<file path="config.mk">
export PLATFORM = sky130hd
export DESIGN_NAME = fanout_sequencer
export DESIGN_NICKNAME = d
export VERILOG_FILES = /design/src/rtl/fos_pkg.sv /design/src/rtl/fos_addr_gen.sv /design/src/rtl/fos_guard_timer.sv /design/src/rtl/fos_port_hs.sv /design/src/rtl/fanout_sequencer.sv
export SDC_FILE = /design/constraint.sdc
export NUM_CORES = 1
export LEC_CHECK = 0
export BUFFER_PORTS_ARGS = -buffer_cell sky130_fd_sc_hd__clkbuf_2
export CAP_MARGIN = 0
export CORE_MARGIN = 2
export CORE_UTILIZATION = 30
export CTS_CLUSTER_SIZE = 30
export DETAILED_ROUTE_END_ITERATION = 10
export PLACE_DENSITY = 0.6
export REMOVE_ABC_BUFFERS = 1
export SYNTH_ARGS = -nofsm -noshare
export SYNTH_HDL_FRONTEND = slang
export SYNTH_HIERARCHICAL = 1
export SYNTH_SLANG_ARGS = --single-unit
</file>
<file path="constraint.sdc">
create_clock -name clk -period 4.75 [get_ports clk]
set_clock_uncertainty 0.05 [all_clocks]
set_input_delay 0.7125 -clock clk [delete_from_list [all_inputs] [get_ports clk]]
set_output_delay 0.7125 -clock clk [all_outputs]
set_load 0.1 [all_outputs]
</file>
<file path="src/rtl/fos_pkg.sv">
package fos_pkg;
  typedef enum logic [3:0] {
    S_IDLE, S_READ, S_WAIT, S_ENTRY, S_SETUP, S_REQ, S_HOLD, S_NEXT, S_DONE
  } fos_state_t;
endpackage

</file>
<file path="src/rtl/fos_addr_gen.sv">
module fos_addr_gen #(
  parameter int AW = 19,
  parameter int CW = 13
) (
  input  logic          clk,
  input  logic          rst,
  input  logic          load,
  input  logic [AW-1:0] ptr,
  input  logic [CW-1:0] cnt,
  input  logic          step,
  output logic [AW-1:0] cur,
  output logic          left_zero
);
  function automatic logic [AW-1:0] top_addr(input logic [AW-1:0] p, input logic [CW-1:0] n);
    return p + AW'(n) - AW'(1);
  endfunction

  logic [CW-1:0] left_q;
  logic [AW-1:0] base_q;

  always_ff @(posedge clk) begin
    if (rst) begin
      cur    <= '0;
      left_q <= '0;
      base_q <= '0;
    end else if (load) begin
      cur    <= top_addr(ptr, cnt);
      left_q <= cnt;
      base_q <= ptr;
    end else if (step) begin
      cur    <= cur - AW'(1);
      left_q <= left_q - CW'(1);
    end
  end

  assign left_zero = (left_q == '0);

  assert_not_below_ptr_R2: assert property (@(posedge clk) disable iff (rst)
    step |-> (cur >= base_q));
  assert_no_extra_read_R10: assert property (@(posedge clk) disable iff (rst)
    step |-> !left_zero);
endmodule

</file>
<file path="src/rtl/fos_guard_timer.sv">
module fos_guard_timer #(
  parameter int GUARD = 1
) (
  input  logic clk,
  input  logic rst,
  input  logic arm,
  output logic expired
);
  localparam int GW = $clog2(GUARD + 2);
  logic [GW-1:0] cnt_q;

  always_ff @(posedge clk) begin
    if (rst)                cnt_q <= '0;
    else if (arm)           cnt_q <= GW'(GUARD);
    else if (cnt_q != '0)   cnt_q <= cnt_q - GW'(1);
  end

  assign expired = (cnt_q == '0) && !arm;
endmodule

</file>
<file path="src/rtl/fos_port_hs.sv">
module fos_port_hs (
  input  logic clk,
  input  logic rst,
  input  logic start,
  input  logic ack,
  output logic req,
  output logic busy
);
  logic drain_q;

  always_ff @(posedge clk) begin
    if (rst) begin
      req     <= 1'b0;
      drain_q <= 1'b0;
    end else begin
      if (start) req <= 1'b1;
      else if (req && ack) begin
        req     <= 1'b0;
        drain_q <= 1'b1;
      end else if (drain_q && !ack) drain_q <= 1'b0;
    end
  end

  assign busy = req | drain_q;

  assert_req_until_ack_R5: assert property (@(posedge clk) disable iff (rst)
    (req && !ack) |=> req);
  assert_no_restart_busy_R5: assert property (@(posedge clk) disable iff (rst)
    start |-> !busy);
endmodule

</file>
<file path="src/rtl/fanout_sequencer.sv">
module fanout_sequencer
  import fos_pkg::*;
#(
  parameter int AW    = 19,
  parameter int CW    = 13,
  parameter int EW    = 16,
  parameter int NPORT = 4,
  parameter int WW    = 24,
  parameter int GUARD = 1
) (
  input  logic             clk,
  input  logic             rst,
  input  logic             job_req,
  input  logic [AW-1:0]    job_ptr,
  input  logic [CW-1:0]    job_cnt,
  output logic             job_ack,
  output logic             tbl_rd,
  output logic [AW-1:0]    tbl_addr,
  input  logic [WW-1:0]    tbl_rdata,
  output logic [EW-1:0]    out_addr,
  output logic [NPORT-1:0] out_req,
  input  logic [NPORT-1:0] out_ack
);
  localparam int AGEW = $clog2(GUARD + 2);
  localparam logic [AGEW-1:0] AGE_MAX = AGEW'(GUARD + 1);

  function automatic logic [EW-1:0] word_addr(input logic [WW-1:0] w);
    return w[EW-1:0];
  endfunction
  function automatic logic [NPORT-1:0] word_mask(input logic [WW-1:0] w);
    return w[EW +: NPORT];
  endfunction

  fos_state_t state, state_nx;
  logic [NPORT-1:0] mask_q, busy, start_vec, req_prev;
  logic [EW-1:0]    addr_q;
  logic             accept, step, addr_load, left_zero, all_idle;
  logic             t_arm, t_expired;
  logic [AGEW-1:0]  age_addr, age_low;

  assign accept    = (state == S_IDLE) && job_req;
  assign step      = (state == S_READ);
  assign addr_load = (state == S_WAIT);
  assign all_idle  = (busy == '0);
  assign t_arm     = ((state == S_ENTRY) && (mask_q != '0)) ||
                     ((state == S_REQ) && all_idle);
  assign start_vec = ((state == S_SETUP) && t_expired) ? mask_q : '0;

  fos_addr_gen #(.AW(AW), .CW(CW)) u_addr (
    .clk(clk), .rst(rst), .load(accept), .ptr(job_ptr), .cnt(job_cnt),
    .step(step), .cur(tbl_addr), .left_zero(left_zero)
  );

  fos_guard_timer #(.GUARD(GUARD)) u_guard (
    .clk(clk), .rst(rst), .arm(t_arm), .expired(t_expired)
  );

  for (genvar i = 0; i < NPORT; i++) begin : g_port
    fos_port_hs u_hs (
      .clk(clk), .rst(rst), .start(start_vec[i]), .ack(out_ack[i]),
      .req(out_req[i]), .busy(busy[i])
    );
  end

  always_comb begin
    state_nx = state;
    unique case (state)
      S_IDLE:  if (job_req) state_nx = (job_cnt == '0) ? S_DONE : S_READ;
      S_READ:  state_nx = S_WAIT;
      S_WAIT:  state_nx = S_ENTRY;
      S_ENTRY: state_nx = (mask_q == '0) ? S_NEXT : S_SETUP;
      S_SETUP: if (t_expired) state_nx = S_REQ;
      S_REQ:   if (all_idle) state_nx = S_HOLD;
      S_HOLD:  if (t_expired) state_nx = S_NEXT;
      S_NEXT:  state_nx = left_zero ? S_DONE : S_READ;
      S_DONE:  if (!job_req) state_nx = S_IDLE;
      default: state_nx = S_IDLE;
    endcase
  end

  always_ff @(posedge clk) begin
    if (rst) begin
      state  <= S_IDLE;
      mask_q <= '0;
      addr_q <= '0;
    end else begin
      state <= state_nx;
      if (addr_load) begin
        mask_q <= word_mask(tbl_rdata);
        addr_q <= word_addr(tbl_rdata);
      end
    end
  end

  assign job_ack  = (state == S_DONE);
  assign tbl_rd   = step;
  assign out_addr = addr_q;

  // Observation state for the guard-margin assertions
  always_ff @(posedge clk) begin
    if (rst) begin
      req_prev <= '0;
      age_addr <= AGE_MAX;
      age_low  <= AGE_MAX;
    end else begin
      req_prev <= out_req;
      if (addr_load)              age_addr <= '0;
      else if (age_addr != AGE_MAX) age_addr <= age_addr + AGEW'(1);
      if (!all_idle)              age_low <= '0;
      else if (age_low != AGE_MAX) age_low <= age_low + AGEW'(1);
    end
  end

  assert_mask_only_R4: assert property (@(posedge clk) disable iff (rst)
    (out_req & ~mask_q) == '0);
  assert_read_quiet_R5: assert property (@(posedge clk) disable iff (rst)
    tbl_rd |-> (busy == '0) && (out_req == '0));
  assert_guard_pre_R6: assert property (@(posedge clk) disable iff (rst)
    ((out_req & ~req_prev) != '0) |-> (age_addr >= AGEW'(GUARD)));
  assert_guard_post_R6: assert property (@(posedge clk) disable iff (rst)
    addr_load |-> (age_low >= AGEW'(GUARD)));
  assert_ack_hold_R8: assert property (@(posedge clk) disable iff (rst)
    (job_ack && job_req) |=> job_ack);
  assert_empty_job_R9: assert property (@(posedge clk) disable iff (rst)
    (accept && (job_cnt == '0)) |=> (job_ack && !tbl_rd));
endmodule

</file>
==> summary.txt <==
Routing
  – DRT iter0 DRCs: 188
  – DRC viols: 0
  – Post-DRT Antenna Nets: 0
  – DR WL/cell: 13.2 µm
  – Vias: 4,178
  – Drt first pass iters: 5
  – WL final: ~11,000 µm
  – Via density: a little under 5

Clock network
  – CTS tree: built
  – Maximum buffer depth of the clock tree: 2
  – Hold Buf Count CTS: 0
  – Clock Latency Late Sink: 0.33 ns
  – Clock Pin Slew Worst Setup and Hold Paths: 0.06 ns
  – Num CTS Buffers: 9
  – Post-CTS resize count: 0
  – Htree depth: 3
  – # Post-CTS Setup Buffers: 0
  – Sink Count: between 60 and 70
  – CTS Root Cell: clkbuf_16

Floorplanning
  – Core area: 14,600 µm²
  – Die X: 126 µm
  – Rows: 44
  – Die height: 126 µm
  – Initial core utilization: 0.308
  – Die area: 16,000 µm²
  – Num ports: about 100

Global route
  – Largest net degree at the start of global routing: 61
  – GR Util met3: 0.0299
  – Global-route usage over all layers: 0.144
  – Gr busiest metal: met2
  – Number of global-route vias before repair: 3,768
  – Initial antenna violation count: 0
  – Met2 GRT Util: 0.212
  – Met1 Usage GRT: 0.208
  – GRT overflow: 0
  – First-pass GRT wire length: 18,600 µm

Placement
  – Gp weighted congestion: 0.842
  – DP Cell Count: 847
  – DPL Wire Length: ~8400 µm
  – IO Port Bufs: 99
  – Cell Area, Placed: 5140 µm²
  – Placement Setup Slack: 1.18 ns

Final layout
  – Ant diodes: 0
  – Final instance area: 5450 µm²
  – Final Non-Filler Cells: 863
  – Sequential Area: 1320 µm²
  – Multi-input logic area: about 2800 µm²
  – Share of cells above drive strength 1: 0.221
  – Number of nets in the layout: 771
  – Filler cells: 1,538
  – Area growth syn-to-layout: 21.3%

Power and ir drop
  – Leak Pwr: 2.48 nW
  – Seq pwr share: 0.256
  – Clock network fraction of total power: 0.192
  – Internal power: 1.68 mW
  – PwrDens: ~650 nW/µm²
  – Maximum vdd drop: 0.000399 V
  – Part of the power in combinational logic: 0.553
  – Switching share of power: 0.525
  – Total Power: 3.54 mW
  – P_sw: 1.86 mW

Synthesis
  – Area contributors post-synth: dfxtp_1, ha_1, inv_1
  – Post-synth top area cell: dfxtp_1
  – Avg Cell Area, Syn: 7.65 µm²
  – Post-Synthesis Cells: 587
  – EDFF count, synth: 0
  – Library cells used by synthesis: 56
  – Yosys synthesis warning count: 6
  – Yosys top cell area share: 0.294
  – Seq cells post-synth: 66
  – Seq/Total Area, Yosys: 0.294
  – Cell Area, Synth: 4490 µm²
  – Ys flop type: dfxtp_1
  – Async set-or-reset flop fraction in the synthesized netlist: 0

Critical path
  – Stages on worst setup path: 12
  – Top Family by Delay on Critical Path: compound AO/OA/AOI/OAI gates
  – Crit-path max FO: 3
  – Critical path type: input port to register
  – Worst Path Required: 4.93 ns
  – WP buf/inv: 3
  – Worst path cell trace: clkbuf_2 -> inv_1 -> ha_1 -> inv_1 -> ha_1 -> fa_1 -> a211oi_1 -> o211ai_1 -> a31oi_1 -> o21ai_0 -> and3_1 -> a2111oi_2
  – Max stage delay on crit path: 0.43 ns
  – R2R depth: 8
  – Arrival @ worst endpoint: 3.41 ns
  – CP Capture Type: register
  – Crit path max-delay cell type: fa_1
  – CP startpoint kind: input port

STA
  – Slew headroom: 0.520
  – RSZ-0062 raised after global routing: false
  – Fin. max-slew vios: 0
  – Final Hold Slack: approximately 0.4 ns
  – Slew @ Worst Pin: 0.718 ns
  – Period minus WS final: approximately 3.2 ns
  – Final count of negative-setup-slack endpoints: 0
  – Min setup slack post-route: 1.52 ns
  – Max Freq: 0.310 GHz
  – Final Hold Violating Endpoints: 0
  – Fin crit share: 0.680

Min path
  – Hold path cells: 2
  – Worst hold path type: register to register

Job
  – Max Cap Violations: 0

Status
  – Outcome: finished, final reports clean
cells in the mapped netlist, types with 11 or more instances:
cell type and n:
nor2_1 62, nand2b_1 12, ha_1 33, clkbuf_1 18, xor2_1 27, a21oi_1 39, nand2_1 62, dfxtp_1 66
nor3_1 16, nor4_1 11, a211oi_1 24, xnor2_1 12, inv_1 78, o21ai_0 12
cell families after synthesis:
logic type,Yosys count,synth area share
AOI/OAI and AO/OA,121,0.186
xor gates and xnor gates,40,0.0797
adders and majority gates,34,0.0964
buffers and inverters,105,0.0906
DFF,66,0.294
muxes,1,0.00251
and+or+nand+nor,220,0.251
worst register-to-register path, cell delays in order (launching register included):
cell and delay, ns:
dfxtp_1 0.61, nand2b_1 0.15, nor3_2 0.31, or4b_4 0.52
or3_4 0.37, nor4_2 0.25, xnor2_1 0.16, nor3_2 0.05
a31o_2 0.23
flip-flops by register name, indices dropped and copies added (netlist names):
register,flops
g_port.u_hs/req,4
out_addr,16
u_guard/cnt_q,2
u_addr/left_q,13
u_addr/cur,19
mask_q,4
g_port.u_hs/drain_q,4
state,4
path summary, 6_finish.rpt:
| check | startpoint | to | slack [ns] |
|---|---|---|---|
| setup / recovery | job_cnt[1] | u_addr/cur[17] | 1.52 |
| hold / removal | out_addr[2] | out_addr[2] | 0.40 |
| setup reg to reg | state[0] | u_addr/cur[18] | 1.95 |
| hold reg to reg | out_addr[2] | out_addr[2] | 0.40 |
cell type report:
class,instances,share of cell area
multi-input cells,416,0.509
flip-flops and latches,66,0.242
well taps,184,0.0423
inverters,78,0.0537
repair buffers,103,0.0964
clock inverters,6,0.0122
clock buffers,10,0.0439
through the flow:
stage / setup TNS (ns) / utilization
CTS: 0 / 0.373
global placement: 0 / 0.353
detailed placement: 0 / 0.353
finish: 0 / 0.373
global route: 0 / 0.373
floorplan: -4.43 / -
cell usage in the layout, fill, tap and decap left out, types with 3 or more instances in the layout:
cell        n
a311oi_1    4
o21ai_0    12
nand2_1    62
inv_1      78
xnor2_1    12
or4_1       5
ha_1       33
nor3_2      4
nand3_1     7
o21bai_1    4
a211oi_2    5
a31oi_1     7
nor4_2      3
nor2_1     62
nand2b_1   12
clkbuf_2   99
or2_2       4
o21a_1      5
nor4_1     11
nor3b_1     4
nand4b_1    3
xor2_1     27
clkinv_4    3
a21oi_1    39
a21o_1      7
nand4_1     6
clkbuf_16   9
buf_4       4
a211oi_1   24
nor3_1     14
dfxtp_1    66
or3_1       4
and3_1      3
nor2b_1     5
metal layers:
layer,vias up,wire (µm)
met5,-,0
met4,0,148
met3,9,453
met2,83,5030
met1,1905,5770
li1,2181,-
power groups by stage:
stage	clock [mW]	sequential (mW)	combinational, mW
after floorplan	0	1.54	0.946
after global placement	0	0.918	1.95
after detailed placement	0	0.919	1.96
after CTS	0.696	0.908	1.97
after global routing	0.726	0.938	2.12
final	0.679	0.906	1.96
No activity file was read; power rests on OpenSTA's default activity.
